<file path="config.mk">
export PLATFORM = sky130hd
export DESIGN_NAME = spi_frame_master
export DESIGN_NICKNAME = d
export VERILOG_FILES = /design/src/rtl/spim_pkg.sv /design/src/rtl/spim_baud.sv /design/src/rtl/spim_shifter.sv /design/src/rtl/spi_frame_master.sv
export SDC_FILE = /design/constraint.sdc
export NUM_CORES = 1
export LEC_CHECK = 0
export ABC_AREA = 1
export ABC_CLOCK_PERIOD_IN_PS = 4340
export BUFFER_PORTS_ARGS = -buffer_cell sky130_fd_sc_hd__buf_4
export CAP_MARGIN = 20
export CORE_MARGIN = 1
export CORE_UTILIZATION = 41
export DETAILED_ROUTE_END_ITERATION = 6
export SETUP_SLACK_MARGIN = 0.5
export SKIP_CTS_REPAIR_TIMING = 1
export SLEW_MARGIN = 30
export SYNTH_ARGS = -nofsm -noshare
export SYNTH_HDL_FRONTEND = slang
export SYNTH_SLANG_ARGS = --single-unit
</file>
<file path="constraint.sdc">
create_clock -name clk -period 4.34 [get_ports clk]
set_input_delay 1.302 -clock clk [delete_from_list [all_inputs] [get_ports clk]]
set_output_delay 1.302 -clock clk [all_outputs]
set_load 0.01 [all_outputs]
</file>
<file path="src/rtl/spim_pkg.sv">
package spim_pkg;

  localparam int unsigned MIN_FRAME = 4;

  typedef enum logic {
    ST_IDLE = 1'b0,
    ST_RUN  = 1'b1
  } spim_state_e;

  typedef struct packed {
    logic cpol;
    logic cpha;
    logic lsb_first;
    logic cs_high;
  } spim_mode_t;

endpackage

</file>
<file path="src/rtl/spim_baud.sv">
module spim_baud #(
  parameter int DIV_W = 8
) (
  input  logic             clk,
  input  logic             rst_n,
  input  logic             run_i,
  input  logic [DIV_W-1:0] div_i,
  output logic             tick_o
);

  logic [DIV_W-1:0] cnt_q;
  logic [DIV_W-1:0] cnt_d;

  assign tick_o = run_i && (cnt_q == div_i);

  always_comb begin
    if (!run_i || tick_o) cnt_d = '0;
    else                  cnt_d = cnt_q + DIV_W'(1);
  end

  always_ff @(posedge clk or negedge rst_n) begin
    if (!rst_n) cnt_q <= '0;
    else        cnt_q <= cnt_d;
  end

  // the half-period counter never passes the captured divider
  a_r3_count_bound: assert property (@(posedge clk) disable iff (!rst_n)
    run_i |-> (cnt_q <= div_i));

endmodule

</file>
<file path="src/rtl/spim_shifter.sv">
module spim_shifter #(
  parameter int W     = 32,
  parameter int LEN_W = 6
) (
  input  logic             clk,
  input  logic             rst_n,
  input  logic             load_i,
  input  logic [W-1:0]     ld_word_i,
  input  logic             ld_lsb_i,
  input  logic [LEN_W-1:0] ld_len_i,
  input  logic             advance_i,
  input  logic             sample_i,
  input  logic             miso_i,
  output logic             mosi_o,
  output logic [W-1:0]     rx_word_o
);

  localparam logic [LEN_W:0] WIDTH_V = (LEN_W+1)'(W);

  logic [W-1:0]     tx_q, tx_d;
  logic [W-1:0]     rx_q, rx_d;
  logic             lsb_q;
  logic [LEN_W-1:0] len_q;
  logic [LEN_W:0]   ld_gap;
  logic [LEN_W:0]   op_gap;

  assign ld_gap = WIDTH_V - {1'b0, ld_len_i};
  assign op_gap = WIDTH_V - {1'b0, len_q};

  always_comb begin
    tx_d = tx_q;
    if (load_i) begin
      if (ld_lsb_i) tx_d = ld_word_i;
      else          tx_d = ld_word_i << ld_gap;
    end else if (advance_i) begin
      if (lsb_q) tx_d = tx_q >> 1;
      else       tx_d = tx_q << 1;
    end
  end

  always_comb begin
    rx_d = rx_q;
    if (load_i) begin
      rx_d = '0;
    end else if (sample_i) begin
      if (lsb_q) rx_d = {miso_i, rx_q[W-1:1]};
      else       rx_d = {rx_q[W-2:0], miso_i};
    end
  end

  always_ff @(posedge clk or negedge rst_n) begin
    if (!rst_n) begin
      tx_q <= '0;
      rx_q <= '0;
    end else begin
      tx_q <= tx_d;
      rx_q <= rx_d;
    end
  end

  always_ff @(posedge clk or negedge rst_n) begin
    if (!rst_n) begin
      lsb_q <= 1'b0;
      len_q <= LEN_W'(W);
    end else if (load_i) begin
      lsb_q <= ld_lsb_i;
      len_q <= ld_len_i;
    end
  end

  assign mosi_o    = lsb_q ? tx_q[0] : tx_q[W-1];
  assign rx_word_o = lsb_q ? (rx_q >> op_gap) : rx_q;

  // a single edge either moves the output bit or samples the input, never both
  a_r2_edge_role: assert property (@(posedge clk) disable iff (!rst_n)
    !(advance_i && sample_i));

endmodule

</file>
<file path="src/rtl/spi_frame_master.sv">
module spi_frame_master #(
  parameter int MAX_BITS = 32,
  parameter int DIV_W    = 8,
  parameter int LEN_W    = $clog2(MAX_BITS + 1)
) (
  input  logic                clk,
  input  logic                rst_n,
  input  logic                start,
  input  logic                cfg_cpol,
  input  logic                cfg_cpha,
  input  logic                cfg_lsb_first,
  input  logic                cfg_cs_high,
  input  logic [LEN_W-1:0]    cfg_len,
  input  logic [DIV_W-1:0]    cfg_div,
  input  logic [MAX_BITS-1:0] tx_word,
  input  logic                miso,
  output logic                sclk,
  output logic                mosi,
  output logic                cs,
  output logic                busy,
  output logic                done,
  output logic [MAX_BITS-1:0] rx_word
);
  import spim_pkg::*;

  localparam int             ECNT_W  = LEN_W + 1;
  localparam logic [LEN_W-1:0] LEN_MIN = LEN_W'(MIN_FRAME);
  localparam logic [LEN_W-1:0] LEN_MAX = LEN_W'(MAX_BITS);

  // reset: asynchronous assert, synchronous release
  logic rst_meta_q, rst_sync_q, rst_int_n;

  always_ff @(posedge clk or negedge rst_n) begin
    if (!rst_n) begin
      rst_meta_q <= 1'b0;
      rst_sync_q <= 1'b0;
    end else begin
      rst_meta_q <= 1'b1;
      rst_sync_q <= rst_meta_q;
    end
  end
  assign rst_int_n = rst_sync_q;

  // state and captured configuration
  spim_state_e            state_q, state_d;
  spim_mode_t             mode_q, mode_d;
  logic [LEN_W-1:0]       len_q, len_d;
  logic [DIV_W-1:0]       div_q, div_d;
  logic                   sclk_q, sclk_d;
  logic [ECNT_W-1:0]      ecnt_q, ecnt_d;
  logic                   done_q, done_d;
  logic [MAX_BITS-1:0]    rx_q, rx_d;

  logic                   run, load, tick;
  logic                   edge_fire, finish, edge_even;
  logic                   sample, advance;
  logic [ECNT_W-1:0]      end_cnt;
  logic [LEN_W-1:0]       len_clamped;
  logic                   sh_mosi;
  logic [MAX_BITS-1:0]    sh_rx;

  always_comb begin
    if (cfg_len < LEN_MIN)      len_clamped = LEN_MIN;
    else if (cfg_len > LEN_MAX) len_clamped = LEN_MAX;
    else                        len_clamped = cfg_len;
  end

  assign run       = (state_q == ST_RUN);
  assign load      = start && !run;
  assign end_cnt   = {len_q, 1'b0};
  assign edge_fire = tick && (ecnt_q != end_cnt);
  assign finish    = tick && (ecnt_q == end_cnt);
  assign edge_even = ~ecnt_q[0];
  assign sample    = edge_fire && (mode_q.cpha ? !edge_even : edge_even);
  assign advance   = edge_fire && (mode_q.cpha ? (edge_even && (ecnt_q != '0))
                                               : !edge_even);

  spim_baud #(
    .DIV_W (DIV_W)
  ) u_baud (
    .clk    (clk),
    .rst_n  (rst_int_n),
    .run_i  (run),
    .div_i  (div_q),
    .tick_o (tick)
  );

  spim_shifter #(
    .W     (MAX_BITS),
    .LEN_W (LEN_W)
  ) u_shift (
    .clk       (clk),
    .rst_n     (rst_int_n),
    .load_i    (load),
    .ld_word_i (tx_word),
    .ld_lsb_i  (cfg_lsb_first),
    .ld_len_i  (len_clamped),
    .advance_i (advance),
    .sample_i  (sample),
    .miso_i    (miso),
    .mosi_o    (sh_mosi),
    .rx_word_o (sh_rx)
  );

  // next-state logic
  always_comb begin
    state_d = state_q;
    mode_d  = mode_q;
    len_d   = len_q;
    div_d   = div_q;
    sclk_d  = sclk_q;
    ecnt_d  = ecnt_q;
    rx_d    = rx_q;
    done_d  = 1'b0;
    if (load) begin
      state_d        = ST_RUN;
      mode_d.cpol    = cfg_cpol;
      mode_d.cpha    = cfg_cpha;
      mode_d.lsb_first = cfg_lsb_first;
      mode_d.cs_high = cfg_cs_high;
      len_d          = len_clamped;
      div_d          = cfg_div;
      sclk_d         = cfg_cpol;
      ecnt_d         = '0;
    end else if (edge_fire) begin
      sclk_d = ~sclk_q;
      ecnt_d = ecnt_q + ECNT_W'(1);
    end else if (finish) begin
      state_d = ST_IDLE;
      rx_d    = sh_rx;
      done_d  = 1'b1;
    end
  end

  // registers
  always_ff @(posedge clk or negedge rst_int_n) begin
    if (!rst_int_n) begin
      state_q <= ST_IDLE;
      sclk_q  <= 1'b0;
      ecnt_q  <= '0;
      done_q  <= 1'b0;
      rx_q    <= '0;
    end else begin
      state_q <= state_d;
      sclk_q  <= sclk_d;
      ecnt_q  <= ecnt_d;
      done_q  <= done_d;
      rx_q    <= rx_d;
    end
  end

  always_ff @(posedge clk or negedge rst_int_n) begin
    if (!rst_int_n) begin
      mode_q <= '0;
      len_q  <= LEN_MAX;
      div_q  <= '0;
    end else if (load) begin
      mode_q <= mode_d;
      len_q  <= len_d;
      div_q  <= div_d;
    end
  end

  // outputs
  assign busy    = run;
  assign done    = done_q;
  assign rx_word = rx_q;
  assign sclk    = run ? sclk_q : cfg_cpol;
  assign cs      = run ? mode_q.cs_high : ~cfg_cs_high;
  assign mosi    = run ? sh_mosi : 1'b0;

  // end-of-frame strobe lasts one cycle
  a_r8_done_pulse: assert property (@(posedge clk) disable iff (!rst_int_n)
    done_q |=> !done_q);

  // strobe coincides with the end of busy
  a_r8_done_at_end: assert property (@(posedge clk) disable iff (!rst_int_n)
    done_q |-> (!run && $past(run)));

  // chip-select does not move inside a frame
  a_r6_cs_steady: assert property (@(posedge clk) disable iff (!rst_int_n)
    (run && $past(run)) |-> $stable(cs));

  // a request while busy leaves the captured frame settings alone
  a_r9_start_ignored: assert property (@(posedge clk) disable iff (!rst_int_n)
    (run && start) |=> ($stable(len_q) && $stable(mode_q) && $stable(div_q)));

  // edge count stays within twice the frame length
  a_r4_edge_bound: assert property (@(posedge clk) disable iff (!rst_int_n)
    run |-> (ecnt_q <= end_cnt));

  // the serial clock is back at its idle level when a frame ends
  a_r1_idle_level: assert property (@(posedge clk) disable iff (!rst_int_n)
    $fell(run) |-> (sclk_q == mode_q.cpol));

endmodule

</file>
==> flow_summary.json <==
{
  "clk_pin_slew_ps": 70,
  "grt_setup_unrepaired": "false",
  "hold_class": "reg2reg",
  "max-vdd-ir-drop_uv": 248,
  "synth_edf_count": 0,
  "place_area_sq_mm": 0.0114,
  "wl_met2_mm": 16.0,
  "die_h_um": 163,
  "syn-num-nets": 1719,
  "wire_per_inst_um": 17.6,
  "cts_tree": "built",
  "fmaxAchievable_ghz": 0.294,
  "diodes": 0,
  "cts_sinks": 133,
  "fin_crit_sh": 0.784,
  "ctsRootBufferMaster": "clkbuf_16",
  "fp.dieW_um": 163,
  "sw_frac_of_total": 0.393,
  "clock_path_buffers": 2,
  "fin_nets": 1739,
  "ant_nets": 0,
  "setup_viol": 0,
  "hold_ws_ps": 362,
  "design_area_sq_mm": 0.0119,
  "criticalPathCategory": "in2reg",
  "setup_tns_ps": 0,
  "antenna_found_initial": 0,
  "clock_latency_ps": 430,
  "port-buffer-count": 90,
  "slew_headroom": 0.433,
  "synth-main-ff-cell": "dfrtp_1",
  "clockPowerShare": 0.296,
  "fin_worst_skew_ps": 14.4,
  "routed_wl_mm": 35.6,
  "pwr_density_cell_mw_per_mm2": 393,
  "h-tree-depth": 4,
  "synth.avg_cell_area_sq_um": 6.39,
  "filler_cell_count": 2683,
  "via_per_inst": 5.71,
  "crit_path_max_fanout": 17,
  "p_leak_uw": 0.00583,
  "hpwl_mm": 25.7,
  "wl_met1_mm": 16.5,
  "async_flop_share": 1.00,
  "crit_path_start_kind": "input pin",
  "gr-total-overflow": 0,
  "p_sw_uw": 1840,
  "core-area_sq_mm": 0.0253,
  "worstPathArrival_ps": 3770,
  "via_count": 11548,
  "syn_inst": 1660,
  "drc": 0,
  "grt_pass1_wl_mm": 57.7,
  "initial_core_util": 0.420,
  "pwr-share-seq": 0.374,
  "drv_cap": 0,
  "slew_violations": 0,
  "area_growth_syn_to_layout_pct": 12.3,
  "p_int_uw": 2840,
  "drt_iter0_drc": 1253,
  "dr.pass1.iters": 5,
  "wl_met3_mm": 2.28,
  "grt_pass1_vias": 10535,
  "dr.max_layer_used": "met4",
  "syn_area_sq_mm": 0.0106,
  "yosysSeqAreaShare": 0.314,
  "outcome": "complete, no violations",
  "die_area_sq_mm": 0.0265,
  "ys_types": 48,
  "critical_path.endpoint_type": "flip-flop",
  "min_period_ps": 3400,
  "finalHoldViolCount": 0,
  "io_pins": 91,
  "std_cell_rows": 58,
  "yosys_warnings": 0,
  "final_layout_size_suffix_gt1_frac": 0.127,
  "synth-seq-cells": 133,
  "worst_pin_slew_ps": 849,
  "cp.required_ps": 4700,
  "grt_util_all_layers": 0.276,
  "combinationalPowerShare": 0.330,
  "utilization": 0.472,
  "gp_congestion": 0.939,
  "power_uw": 4680,
  "grt_max_degree": 62,
  "cts_made_buffers": 17
}
[cells in the final DEF (no fill, tap or decap), drive strengths merged, types with 3 or more instances in the layout]
| master | count |
|---|---|
| a21boi | 7 |
| a21oi | 67 |
| a2bb2oi | 11 |
| buf | 113 |
| clkbuf | 20 |
| clkinv | 5 |
| clkinvlp | 6 |
| dfrtp | 132 |
| ha | 5 |
| inv | 123 |
| mux2i | 8 |
| nand2 | 396 |
| nand3 | 452 |
| nand4 | 15 |
| nor2 | 141 |
| nor3 | 6 |
| o211ai | 22 |
| o21a | 3 |
| o21ai | 115 |
| o22ai | 3 |
| or2 | 18 |
| xnor2 | 8 |
| xor2 | 4 |
[power groups by stage]
| stage | Combinational (uW) | Clock [uW] | Sequential (uW) |
|---|---|---|---|
| 6_report | 1550 | 1390 | 1750 |
| 5_1_grt | 1760 | 1460 | 1790 |
| 4_1_cts | 1530 | 1410 | 1750 |
| 3_5_place_dp | 1520 | 0 | 1760 |
| 3_3_place_gp | 1510 | 0 | 1770 |
| 2_1_floorplan | 1180 | 0 | 1690 |
[logic make-up after synthesis]
group           after synthesis  synth area share
compound gates              232             0.127
xor+xnor                     12           0.00991
fa+ha+maj                     5           0.00590
buf+inv                     234            0.0947
flops                       133             0.314
mux                           8           0.00755
other cells                   1          0.000353
simple gates               1035             0.440
[synthesized netlist by cell type (2+ instances only)]
library cell,n,area [sq um]
o21a_1,3,22.5
nand3_1,452,2260
o211ai_2,10,125
nor3b_1,2,15.0
a21boi_1,6,45.0
xor2_1,4,35.0
buf_1,14,52.6
o21ai_0,84,420
o211ai_1,12,90.1
nand2_4,6,67.6
or2_2,18,113
xnor2_1,8,70.1
dfrtp_1,132,3300
mux2i_1,8,80.1
inv_1,107,402
nor2_2,6,37.5
o22ai_1,3,18.8
and3_1,2,12.5
buf_4,10,75.1
a2bb2oi_1,11,96.3
nand2_2,6,37.5
clkinv_1,2,7.51
ha_1,5,62.6
nor2_4,2,22.5
nor3_1,4,20.0
clkbuf_1,49,184
o21ai_1,30,150
nor2_1,133,499
nand4_1,14,87.6
a21oi_1,67,335
buf_6,6,67.6
nand2_1,384,1440
inv_2,12,45.0
o31ai_1,2,15.0
buf_2,32,160
nor4_1,2,12.5
[sequential cells by signal, indices dropped and copies added, names as in the netlist, 2 cells and up]
name / flops
rx_word: 32
u_shift.rx_q: 32
u_shift.tx_q: 32
div_q: 8
u_baud.cnt_q: 8
ecnt_q: 7
u_shift.len_q: 6
mode_q: 2
[metrics by stage]
step	setup WS (ps)	cells
after CTS	1010	2023
after floorplan	1080	1660
after global routing	652	2023
after global placement	516	1991
after detailed placement	590	1991
final	936	2023
[routing by layer]
metal,GRT usage,vias to the layer above
met5,0,-
met4,0.0799,0
met3,0.0479,52
met2,0.423,433
met1,0.395,5446
li1,-,5617
[final cells by class]
class                   count  area [sq um]  share of cell area
clock buffers              20           457              0.0383
clock inverters            12          97.6             0.00819
inverters                 122           460              0.0386
multi-input cells        1293          6300               0.529
flip-flops and latches    133          3330               0.280
well taps                 330           413              0.0347
repair buffers            113           848              0.0712
[worst max-delay path, stage by stage]
cell     delay [ps]
buf_4           110
nor2_1          170
nand2_4         110
nand3_1         110
ha_1            210
inv_1            90
nand2_1         480
nand2_1         210
nand2_1         110
nand2_1          70
nand2_1          70
nand3_1         170
nand3_1         150
nand3_1         160
nand3_1         110
nand2_1          50
nand2_1          60
[worst paths after layout]
check	from	end	slack, ps	depth (start not counted)
worst min register to register	rst_meta_q	rst_int_n	360	0
worst max-delay path	cfg_len[2]	u_shift.tx_q[29]	940	17
min in group asynchronous	rst_int_n	rx_word[28]	420	0
worst min-delay path	rst_meta_q	rst_int_n	360	0
worst max register to register	u_shift.len_q[0]	rx_word[3]	1050	9
max in group asynchronous	rst_int_n	u_shift.lsb_q	2860	1
No activity file was read; power rests on OpenSTA's default activity.
